==> src/rtl/bpu_pkg.sv <==
package bpu_pkg;

    typedef struct packed {
        logic par;
        logic oe;
    } gen_state_t;

    typedef struct packed {
        logic pend;
        logic is_addr;
        logic exp_par;
        logic perr_n;
        logic serr_n;
        logic det;
        logic sig;
    } chk_state_t;

endpackage

==> src/rtl/bpu_parity_tree.sv <==
module bpu_parity_tree #(
    parameter int DATA_W = 32,
    parameter int LANE_W = 8,
    localparam int LANES = DATA_W / LANE_W
) (
    input  logic [DATA_W-1:0] data,
    input  logic [LANES-1:0]  ctl,
    output logic              parity
);
    logic [LANES-1:0] lane_par;

    for (genvar i = 0; i < LANES; i++) begin : g_lane
        assign lane_par[i] = (^data[i*LANE_W +: LANE_W]) ^ ctl[i];
    end

    assign parity = ^lane_par;
endmodule

==> src/rtl/bpu_generator.sv <==
module bpu_generator
    import bpu_pkg::*;
(
    input  logic clk,
    input  logic rst_n,
    input  logic phase_par,
    input  logic drive_en,
    output logic par_out,
    output logic par_oe
);
    gen_state_t st_d, st_q;

    always_comb begin
        st_d     = st_q;
        st_d.par = phase_par;
        st_d.oe  = drive_en;
    end

    always_ff @(posedge clk) begin
        if (!rst_n) st_q <= '0;
        else        st_q <= st_d;
    end

    assign par_out = st_q.par;
    assign par_oe  = st_q.oe;

    // the enable never rises unless the previous cycle asked to drive
    a_r2_oe_needs_drive: assert property (@(posedge clk) disable iff (!rst_n)
        $rose(par_oe) |-> $past(drive_en));
endmodule

==> src/rtl/bpu_checker.sv <==
module bpu_checker
    import bpu_pkg::*;
(
    input  logic       clk,
    input  logic       rst_n,
    input  logic       phase_par,
    input  logic       addr_phase,
    input  logic       init_rdy,
    input  logic       tgt_rdy,
    input  logic       drive_en,
    input  logic       par_in,
    input  logic       perr_resp_en,
    input  logic       serr_en,
    input  logic [1:0] status_clr,
    output logic       perr_n,
    output logic       serr_n,
    output logic       det_status,
    output logic       sig_status
);
    chk_state_t st_d, st_q;
    logic       mismatch;
    logic       qualified;

    always_comb begin
        st_d      = st_q;
        qualified = addr_phase | (init_rdy & tgt_rdy);
        mismatch  = st_q.pend & (par_in != st_q.exp_par);

        // capture this cycle's phase for comparison next clock
        st_d.pend    = qualified & ~drive_en;
        st_d.is_addr = addr_phase;
        st_d.exp_par = phase_par;

        // report lines: one clock per detected error
        st_d.perr_n = ~(mismatch & ~st_q.is_addr & perr_resp_en);
        st_d.serr_n = ~(mismatch &  st_q.is_addr & serr_en);

        // sticky status, setting wins over clearing
        st_d.det = (st_q.det & ~status_clr[0]) | (mismatch & ~st_q.is_addr);
        st_d.sig = (st_q.sig & ~status_clr[1]) | (mismatch & st_q.is_addr & serr_en);
    end

    always_ff @(posedge clk) begin
        if (!rst_n) begin
            st_q        <= '0;
            st_q.perr_n <= 1'b1;
            st_q.serr_n <= 1'b1;
        end else begin
            st_q <= st_d;
        end
    end

    assign perr_n     = st_q.perr_n;
    assign serr_n     = st_q.serr_n;
    assign det_status = st_q.det;
    assign sig_status = st_q.sig;

    // a data-error report requires the response enable one clock earlier
    a_r5_perr_needs_enable: assert property (@(posedge clk) disable iff (!rst_n)
        !perr_n |-> $past(perr_resp_en));
    // a system-error report requires its enable one clock earlier
    a_r7_serr_needs_enable: assert property (@(posedge clk) disable iff (!rst_n)
        !serr_n |-> $past(serr_en));
    // any data-error report is accompanied by the sticky status
    a_r6_perr_sets_status: assert property (@(posedge clk) disable iff (!rst_n)
        !perr_n |-> det_status);
    // the two report lines are never low together
    a_r9_single_report: assert property (@(posedge clk) disable iff (!rst_n)
        perr_n || serr_n);
    // a phase the agent drove never produces a report
    a_r4_driven_not_checked: assert property (@(posedge clk) disable iff (!rst_n)
        $past(drive_en, 2) && $past(rst_n, 2) |-> perr_n && serr_n);
endmodule

==> src/rtl/bus_parity_unit.sv <==
module bus_parity_unit #(
    parameter int DATA_W = 32,
    parameter int LANE_W = 8,
    localparam int LANES = DATA_W / LANE_W
) (
    input  logic              clk,
    input  logic              rst_n,
    input  logic [DATA_W-1:0] ad_in,
    input  logic [LANES-1:0]  cbe_in,
    input  logic              addr_phase,
    input  logic              init_rdy,
    input  logic              tgt_rdy,
    input  logic              drive_en,
    input  logic              par_in,
    input  logic              perr_resp_en,
    input  logic              serr_en,
    input  logic [1:0]        status_clr,
    output logic              par_out,
    output logic              par_oe,
    output logic              perr_n,
    output logic              serr_n,
    output logic              parity_err_seen,
    output logic              sys_err_signalled
);
    logic phase_par;

    bpu_parity_tree #(.DATA_W(DATA_W), .LANE_W(LANE_W)) u_tree (
        .data   (ad_in),
        .ctl    (cbe_in),
        .parity (phase_par)
    );

    bpu_generator u_gen (
        .clk       (clk),
        .rst_n     (rst_n),
        .phase_par (phase_par),
        .drive_en  (drive_en),
        .par_out   (par_out),
        .par_oe    (par_oe)
    );

    bpu_checker u_chk (
        .clk          (clk),
        .rst_n        (rst_n),
        .phase_par    (phase_par),
        .addr_phase   (addr_phase),
        .init_rdy     (init_rdy),
        .tgt_rdy      (tgt_rdy),
        .drive_en     (drive_en),
        .par_in       (par_in),
        .perr_resp_en (perr_resp_en),
        .serr_en      (serr_en),
        .status_clr   (status_clr),
        .perr_n       (perr_n),
        .serr_n       (serr_n),
        .det_status   (parity_err_seen),
        .sig_status   (sys_err_signalled)
    );

    // driven parity makes the covered lines plus itself even
    a_r1_even_total: assert property (@(posedge clk) disable iff (!rst_n)
        par_oe && $past(rst_n) |-> (^{$past(ad_in), $past(cbe_in), par_out}) == 1'b0);
endmodule

==> config.mk <==
export PLATFORM = sky130hd
export DESIGN_NAME = bus_parity_unit
export DESIGN_NICKNAME = d
export VERILOG_FILES = /design/src/rtl/bpu_pkg.sv /design/src/rtl/bpu_parity_tree.sv /design/src/rtl/bpu_generator.sv /design/src/rtl/bpu_checker.sv /design/src/rtl/bus_parity_unit.sv
export SDC_FILE = /design/constraint.sdc
export NUM_CORES = 1
export LEC_CHECK = 0
export BUFFER_PORTS_ARGS = -buffer_cell sky130_fd_sc_hd__buf_2
export CORE_MARGIN = 2
export CORE_UTILIZATION = 38
export DETAILED_ROUTE_END_ITERATION = 12
export PLACE_DENSITY = 0.92
export SYNTH_ARGS = -nofsm -noshare
export SYNTH_HDL_FRONTEND = slang
export SYNTH_SLANG_ARGS = --single-unit
==> constraint.sdc <==
create_clock -name clk -period 2.65 [get_ports clk]
set_input_delay 0.1325 -clock clk [delete_from_list [all_inputs] [get_ports clk]]
set_output_delay 0.1325 -clock clk [all_outputs]
set_load 0.005 [all_outputs]
==> impl_metrics.tcl, run 1 <==
set metrics [dict create \
    grt_pass1_vias 549 \
    crit_slowest_cell "xnor3_1" \
    core_area_um2 1470 \
    r2r_cells 4 \
    via_per_inst 4.61 \
    setup.worst_path.start_class "primary input" \
    min_period_ps 1240 \
    max_stage_delay_ps 440 \
    hpwl_mm 1.15 \
    cp.required_ps 2830 \
    die_y_um 43 \
    critPathLaunch "ad_in[27]" \
    worst_ep_arrival_time_ps 1430 \
    multiInputGateArea_um2 414 \
    drcViolationCount 0 \
    fin_skew_ps 1.06 \
    finalCritPeriodShare_pct 47.0 \
    final_cell_mix "buf_2 (52), xnor2_1 (25), dfxtp_1 (8)" \
    rows 14 \
    min_path_type "in -> reg" \
    fin_util_pct 59.9 \
    ff2ff_setup_slack_ps 1690 \
    insertion_delay_ps 250 \
    grt_use_total_pct 15.7 \
    root_buffer "clkbuf_4" \
    yosysSeqAreaShare_pct 27.7 \
    path_class "in -> reg" \
    cts_made_buffers 3 \
    path_depth 6 \
    p_leak_nw 0.432 \
    globalplace.congestion 0.612 \
    r2r-start "u_chk.st_q[4]" \
    layout_commonest_cell "buf_2" \
    setup_tns_ps 0 \
    syn-num-nets 104 \
    peakVddDrop_mv 0.265 \
    diodes 0 \
    dp.cells 125 \
    antenna_found_initial 0 \
    async_flop_share_pct 0 \
    critPathCapture "u_chk.st_q[4]" \
    rsz0062_at_grt "false" \
    path_clk_slew_ps 50 \
    regArea_um2 160 \
    synthFlopType "dfxtp_1" \
    cts_sinks 8 \
    cts_tree "yes" \
    ys_types 16 \
    max_cap_viol_count 0 \
    grt_max_degree 8 \
    r2r-end "u_chk.sig_status" \
    overflow 0 \
    synthesis.area_um2 578 \
    nFillCells 141 \
    drt-initial-drc-count 9 \
    synth-edff-count 0 \
    synth_seq_cells 8 \
    path_cells "buf_2, xor2_1, xnor2_1, xnor3_1, or2_2, mux2i_1" \
    instances_no_fill 128 \
    num_vias 590 \
    ctsLongestPathBuffers 2 \
    first_pass_iters 4 \
    fin_hold_ws_ps 61.0 \
    tightestPinTransition_ps 263 \
    h-tree-depth 1 \
    ant_nets 0 \
    syn_inst 57 \
    hp-start "drive_en" \
    wirelength_mm 1.35 \
    area_growth_pct 52.4 \
    finalNetCount 161 \
    slew_headroom_pct 82.4 \
    slew_viol_final 0 \
    initial_core_util_pct 39.3 \
    die_area_um2 1850 \
    power_density_nw_per_um2 504 \
    portBuffers 52 \
    max_freq_mhz 804 \
    cp_top_family "XOR/XNOR gates" \
    hold_viol 0 \
    synth-warning-count 0 \
    cp_max_fo 2 \
    setup_viol_count_final 0 \
    die_w_um 43 \
    path_buf_inv 1 \
    cts_resized 0 \
    post_cts_buffers 0 \
    final_layout_size_suffix_gt1_share_pct 50.9 \
    postCtsHoldBufs 0 \
    status "finished, final reports clean" \
    end_kind "flip-flop" \
    grt_pass1_wl_mm 2.10 \
    post_drt_wl_per_cell_um 10.5 \
    ioPinCount 53 \
    syn_area_per_cell_um2 10.1 \
]
[kinds of logic (layout without fill, tap and decap cells)]
family	after synthesis	count (layout)	share of synthesized area, %
AO/OA/AOI/OAI	3	3	2.60
flip-flops	8	8	27.7
AND/OR/NAND/NOR	11	11	11.3
multiplexers	1	1	1.73
XOR/XNOR	33	33	56.1
buffers and inverters	1	56	0.649
[worst min path at each step]
stage | to | cells after the start
3_3_place_gp | u_chk.st_q[6] | 2
5_1_grt | u_chk.st_q[6] | 2
6_report | u_chk.st_q[6] | 2
2_1_floorplan | u_chk.st_q[6] | 1
3_5_place_dp | u_chk.st_q[6] | 2
4_1_cts | u_chk.st_q[6] | 2
[state kept, by name (all words and copies together), names as in the netlist]
name and count:
u_chk.st_q 3, u_chk.det_status 1, u_chk.perr_n 1, u_chk.serr_n 1, u_chk.sig_status 1, u_gen.par_oe 1
[area by class of cell]
cell class / instances / area share [%]
multi-input combinational: 48 / 47.0
timing repair buffer: 52 / 29.5
sequential: 8 / 18.2
clock buffer: 3 / 2.56
tap: 16 / 2.27
inverter: 1 / 0.426
[layer usage]
metal	global-route usage, %	share of wire, %	vias up
li1	-	-	292
met1	14.7	32	263
met2	29.7	56	35
met3	4.26	12	0
met4	9.09	0	0
met5	0	0	-
[synth_stat cells, types with 2 or more instances]
master    number  share of area (%)
and2_1         3                3.2
xnor2_1       25                 38
dfxtp_1        8                 28
a21oi_1        2                1.7
nand2b_1       2                2.2
xnor3_1        2                7.8
nand2_1        2                1.3
xor2_1         5                7.6
[power breakdown]
group | switching [mW] | leakage, nW | internal, mW
clock | 0.0400 | 0.0138 | 0.0517
sequential | 0.00461 | 0.0656 | 0.131
combinational | 0.0770 | 0.352 | 0.140
[through the flow]
| stage | worst slack (ps) | power (mW) | area [µm²] |
|---|---|---|---|
| CTS | 1400 | 0.449 | 881 |
| global placement | 1240 | 0.349 | 858 |
| floorplan | 1370 | 0.294 | 578 |
| detailed placement | 1180 | 0.356 | 858 |
| finish | 1410 | 0.444 | 881 |
| global route | 1370 | 0.470 | 881 |
(Power assumes the default switching activity.)
==> run 2, diff against run 1 <==
Settings changed: ABC_AREA set to 1, CORE_ASPECT_RATIO set to 1.4, PLACE_DENSITY 0.92 to 0.85.
Clock period 2.65 ns to 1 ns, I/O delays scaled along.
==> run 2 against run 1 <==
Hold slack worse by 37 ps. Routed wire length up 22%. Register-to-register slack worse by 1600 ps. Cell area up 38%. Highest routed layer is now met4.
==> impl_metrics.tcl, run 2 <==
set metrics [dict create \
    h-tree-depth 1 \
    syn-num-nets 207 \
    cts_resized 0 \
    pwr-share-seq_pct 31.7 \
    post_synth_and_or_nand_nor_area_fraction_pct 48.1 \
    cts_made_buffers 3 \
    num_vias 1061 \
    hpwl_mm 1.46 \
    drt-initial-drc-count 20 \
    r2r-start "u_chk.st_q[4]" \
    r2r-end "u_chk.sig_status" \
    status "finished, final reports clean" \
    area_growth_pct 40.3 \
    core_area_um2 2180 \
    crit_slowest_cell "dfxtp_1" \
    synth_mux_area_share_pct 0 \
    end_kind "flip-flop" \
    synthXorXnorAreaFrac_pct 18.1 \
    max_freq_mhz 1160 \
    setup.worst_path.start_class "flip-flop" \
    grt_pass1_wl_mm 2.84 \
    tightestPinTransition_ps 207 \
    ys_types 15 \
    fin_hold_ws_ps 24.4 \
    placed_area_um2 1160 \
    grt_max_degree 7 \
    cts_sinks 8 \
    p_clk_share_pct 21.7 \
    async_flop_share_pct 0 \
    hold_viol 0 \
    globalplace.congestion 0.669 \
    ys_top_cells_by_area "nand2_1 (33%), dfxtp_1 (18%), inv_1 (11%), xor2_1 (10%), xnor2_1 (8.1%)" \
    p_sw_uw 385 \
    min_period_ps 864 \
    cp_top_family "simple AND/OR/NAND/NOR gates" \
    hp-start "serr_en" \
    p_int_uw 722 \
    ant_nets 0 \
    setup_viol_count_final 0 \
    setup_tns_ps 0 \
    synth.top_cell.area_share_pct 32.8 \
    drcViolationCount 0 \
    post_drt_wl_per_cell_um 6.83 \
    synth_commonest_cells "nand2_1 (76), inv_1 (26), xor2_1 (10)" \
    path_clk_slew_ps 50 \
    yosysSeqAreaShare_pct 18.4 \
    multiInputGateArea_um2 593 \
    fin_skew_ps 1.56 \
    finalCritPeriodShare_pct 86.4 \
    die_area_um2 2690 \
    path_class "reg -> reg" \
    overflow 0 \
    root_buffer "clkbuf_4" \
    peakVddDrop_mv 0.378 \
    fin_area_um2 1220 \
    instances_no_fill 241 \
    power_density_nw_per_um2 907 \
    p_total_mw 1.11 \
    path_buf_inv 0 \
    ff2ff_setup_slack_ps 140 \
    die_y_um 60.6 \
    ctsLongestPathBuffers 2 \
    synth_seq_cells 8 \
    cp_max_fo 3 \
    ioPinCount 53 \
    cts_tree "yes" \
    synth_top_family_by_area "simple AND/OR/NAND/NOR gates" \
    portBuffers 52 \
    slew_headroom_pct 86.1 \
    synthesis.area_um2 870 \
    postCtsHoldBufs 4 \
    p_leak_nw 0.787 \
    synthMostInstantiatedCell "nand2_1" \
    antenna_found_initial 0 \
    finalNetCount 268 \
    synth-edff-count 0 \
    worst_ep_arrival_time_ps 1020 \
    max_cap_viol_count 0 \
    synth_area_leader_cell "nand2_1" \
    min_path_type "in -> reg" \
    insertion_delay_ps 250 \
    dp.cells 234 \
    nFillCells 243 \
    hold_end "u_chk.serr_n" \
    combPwrFrac_pct 46.5 \
    cp.required_ps 1160 \
    final_layout_size_suffix_gt1_share_pct 30.6 \
    first_pass_iters 4 \
    slew_viol_final 0 \
    rows 20 \
    top_register "u_chk.st_q" \
    die_w_um 44.4 \
    max_stage_delay_ps 320 \
    wirelength_mm 1.65 \
    via_per_inst 4.40 \
    rsz0062_at_grt "false" \
    initial_core_util_pct 39.9 \
    synth-warning-count 0 \
    sw_frac_of_total_pct 34.8 \
    post_cts_buffers 0 \
    synth-compound-area-share_pct 2.01 \
    path_cells "nand2_1, nand2_1, nor2_1, nand4_1, o31ai_1" \
    r2r_cells 5 \
    layout_commonest_cell "nand2_1" \
    final_cell_mix "nand2_1 (76), buf_2 (52), inv_1 (26)" \
    cpMostUsedCell "nand2_1" \
    diodes 0 \
    synthFlopType "dfxtp_1" \
    syn_area_per_cell_um2 5.43 \
    hold_path_depth 2 \
    synthAdderAreaFrac_pct 0 \
    grt_pass1_vias 869 \
    syn_inst 160 \
    largest_reg_flops 3 \
    grt_use_total_pct 13.9 \
    regArea_um2 160 \
]
[run 2: worst max-delay path by stage]
stage                             endpoint  slack, ps  cells past startpoint          start
after CTS                 u_chk.sig_status        110                      5  u_chk.st_q[4]
after floorplan              u_chk.st_q[4]        130                     14      ad_in[16]
after global placement       u_chk.st_q[4]        -40                     15      ad_in[15]
after detailed placement     u_chk.st_q[4]        -60                     15      ad_in[31]
after global routing      u_chk.sig_status          3                      5  u_chk.st_q[4]
final                     u_chk.sig_status        140                      5  u_chk.st_q[4]
[run 2: kinds of logic (layout without fill, tap and decap cells)]
family                    Yosys count  after routing
and+or+nand+nor                   100            100
xor gates and xnor gates           18             18
AOI/OAI and AO/OA                   3              3
buffers and inverters              31             90
DFF                                 8              8
[run 2: worst register-to-register path: cells and delay by family, from the launching register on]
kind | cells | cell delay, ps
AO/OA/AOI/OAI | 1 | 90
AND/OR/NAND/NOR | 4 | 370
flip-flops | 1 | 320
[run 2: stage by stage]
| stage | setup slack, ps | utilization, % |
|---|---|---|
| 2_1_floorplan | 129 | - |
| 3_3_place_gp | -38.5 | 53.2 |
| 3_5_place_dp | -60.3 | 53.2 |
| 4_1_cts | 111 | 56.0 |
| 5_1_grt | 2.62 | 56.0 |
| 6_report | 136 | 56.0 |
[run 2: layer usage]
layer | global-route usage [%] | wire (µm) | vias up
met2 | 29.4 | 977 | 30
li1 | - | - | 590
met4 | 7.79 | 14 | 0
met1 | 11.8 | 562 | 439
met5 | 0 | 0 | -
met3 | 1.79 | 91 | 2
[run 2: area by class of cell]
| cell class | count | area share, % |
|---|---|---|
| Sequential cell | 8 | 13.1 |
| Timing Repair Buffer | 56 | 24.6 |
| Multi-Input combinational cell | 121 | 48.6 |
| Tap cell | 22 | 2.26 |
| Inverter | 31 | 9.54 |
| Clock buffer | 3 | 1.85 |
[run 2: power by group through the flow]
stage / sequential [mW] / clock, mW / combinational [mW]
2_1_floorplan: 0.359 / 0 / 0.337
3_3_place_gp: 0.359 / 0 / 0.500
5_1_grt: 0.355 / 0.273 / 0.604
6_report: 0.351 / 0.241 / 0.515
3_5_place_dp: 0.358 / 0 / 0.511
4_1_cts: 0.351 / 0.256 / 0.524
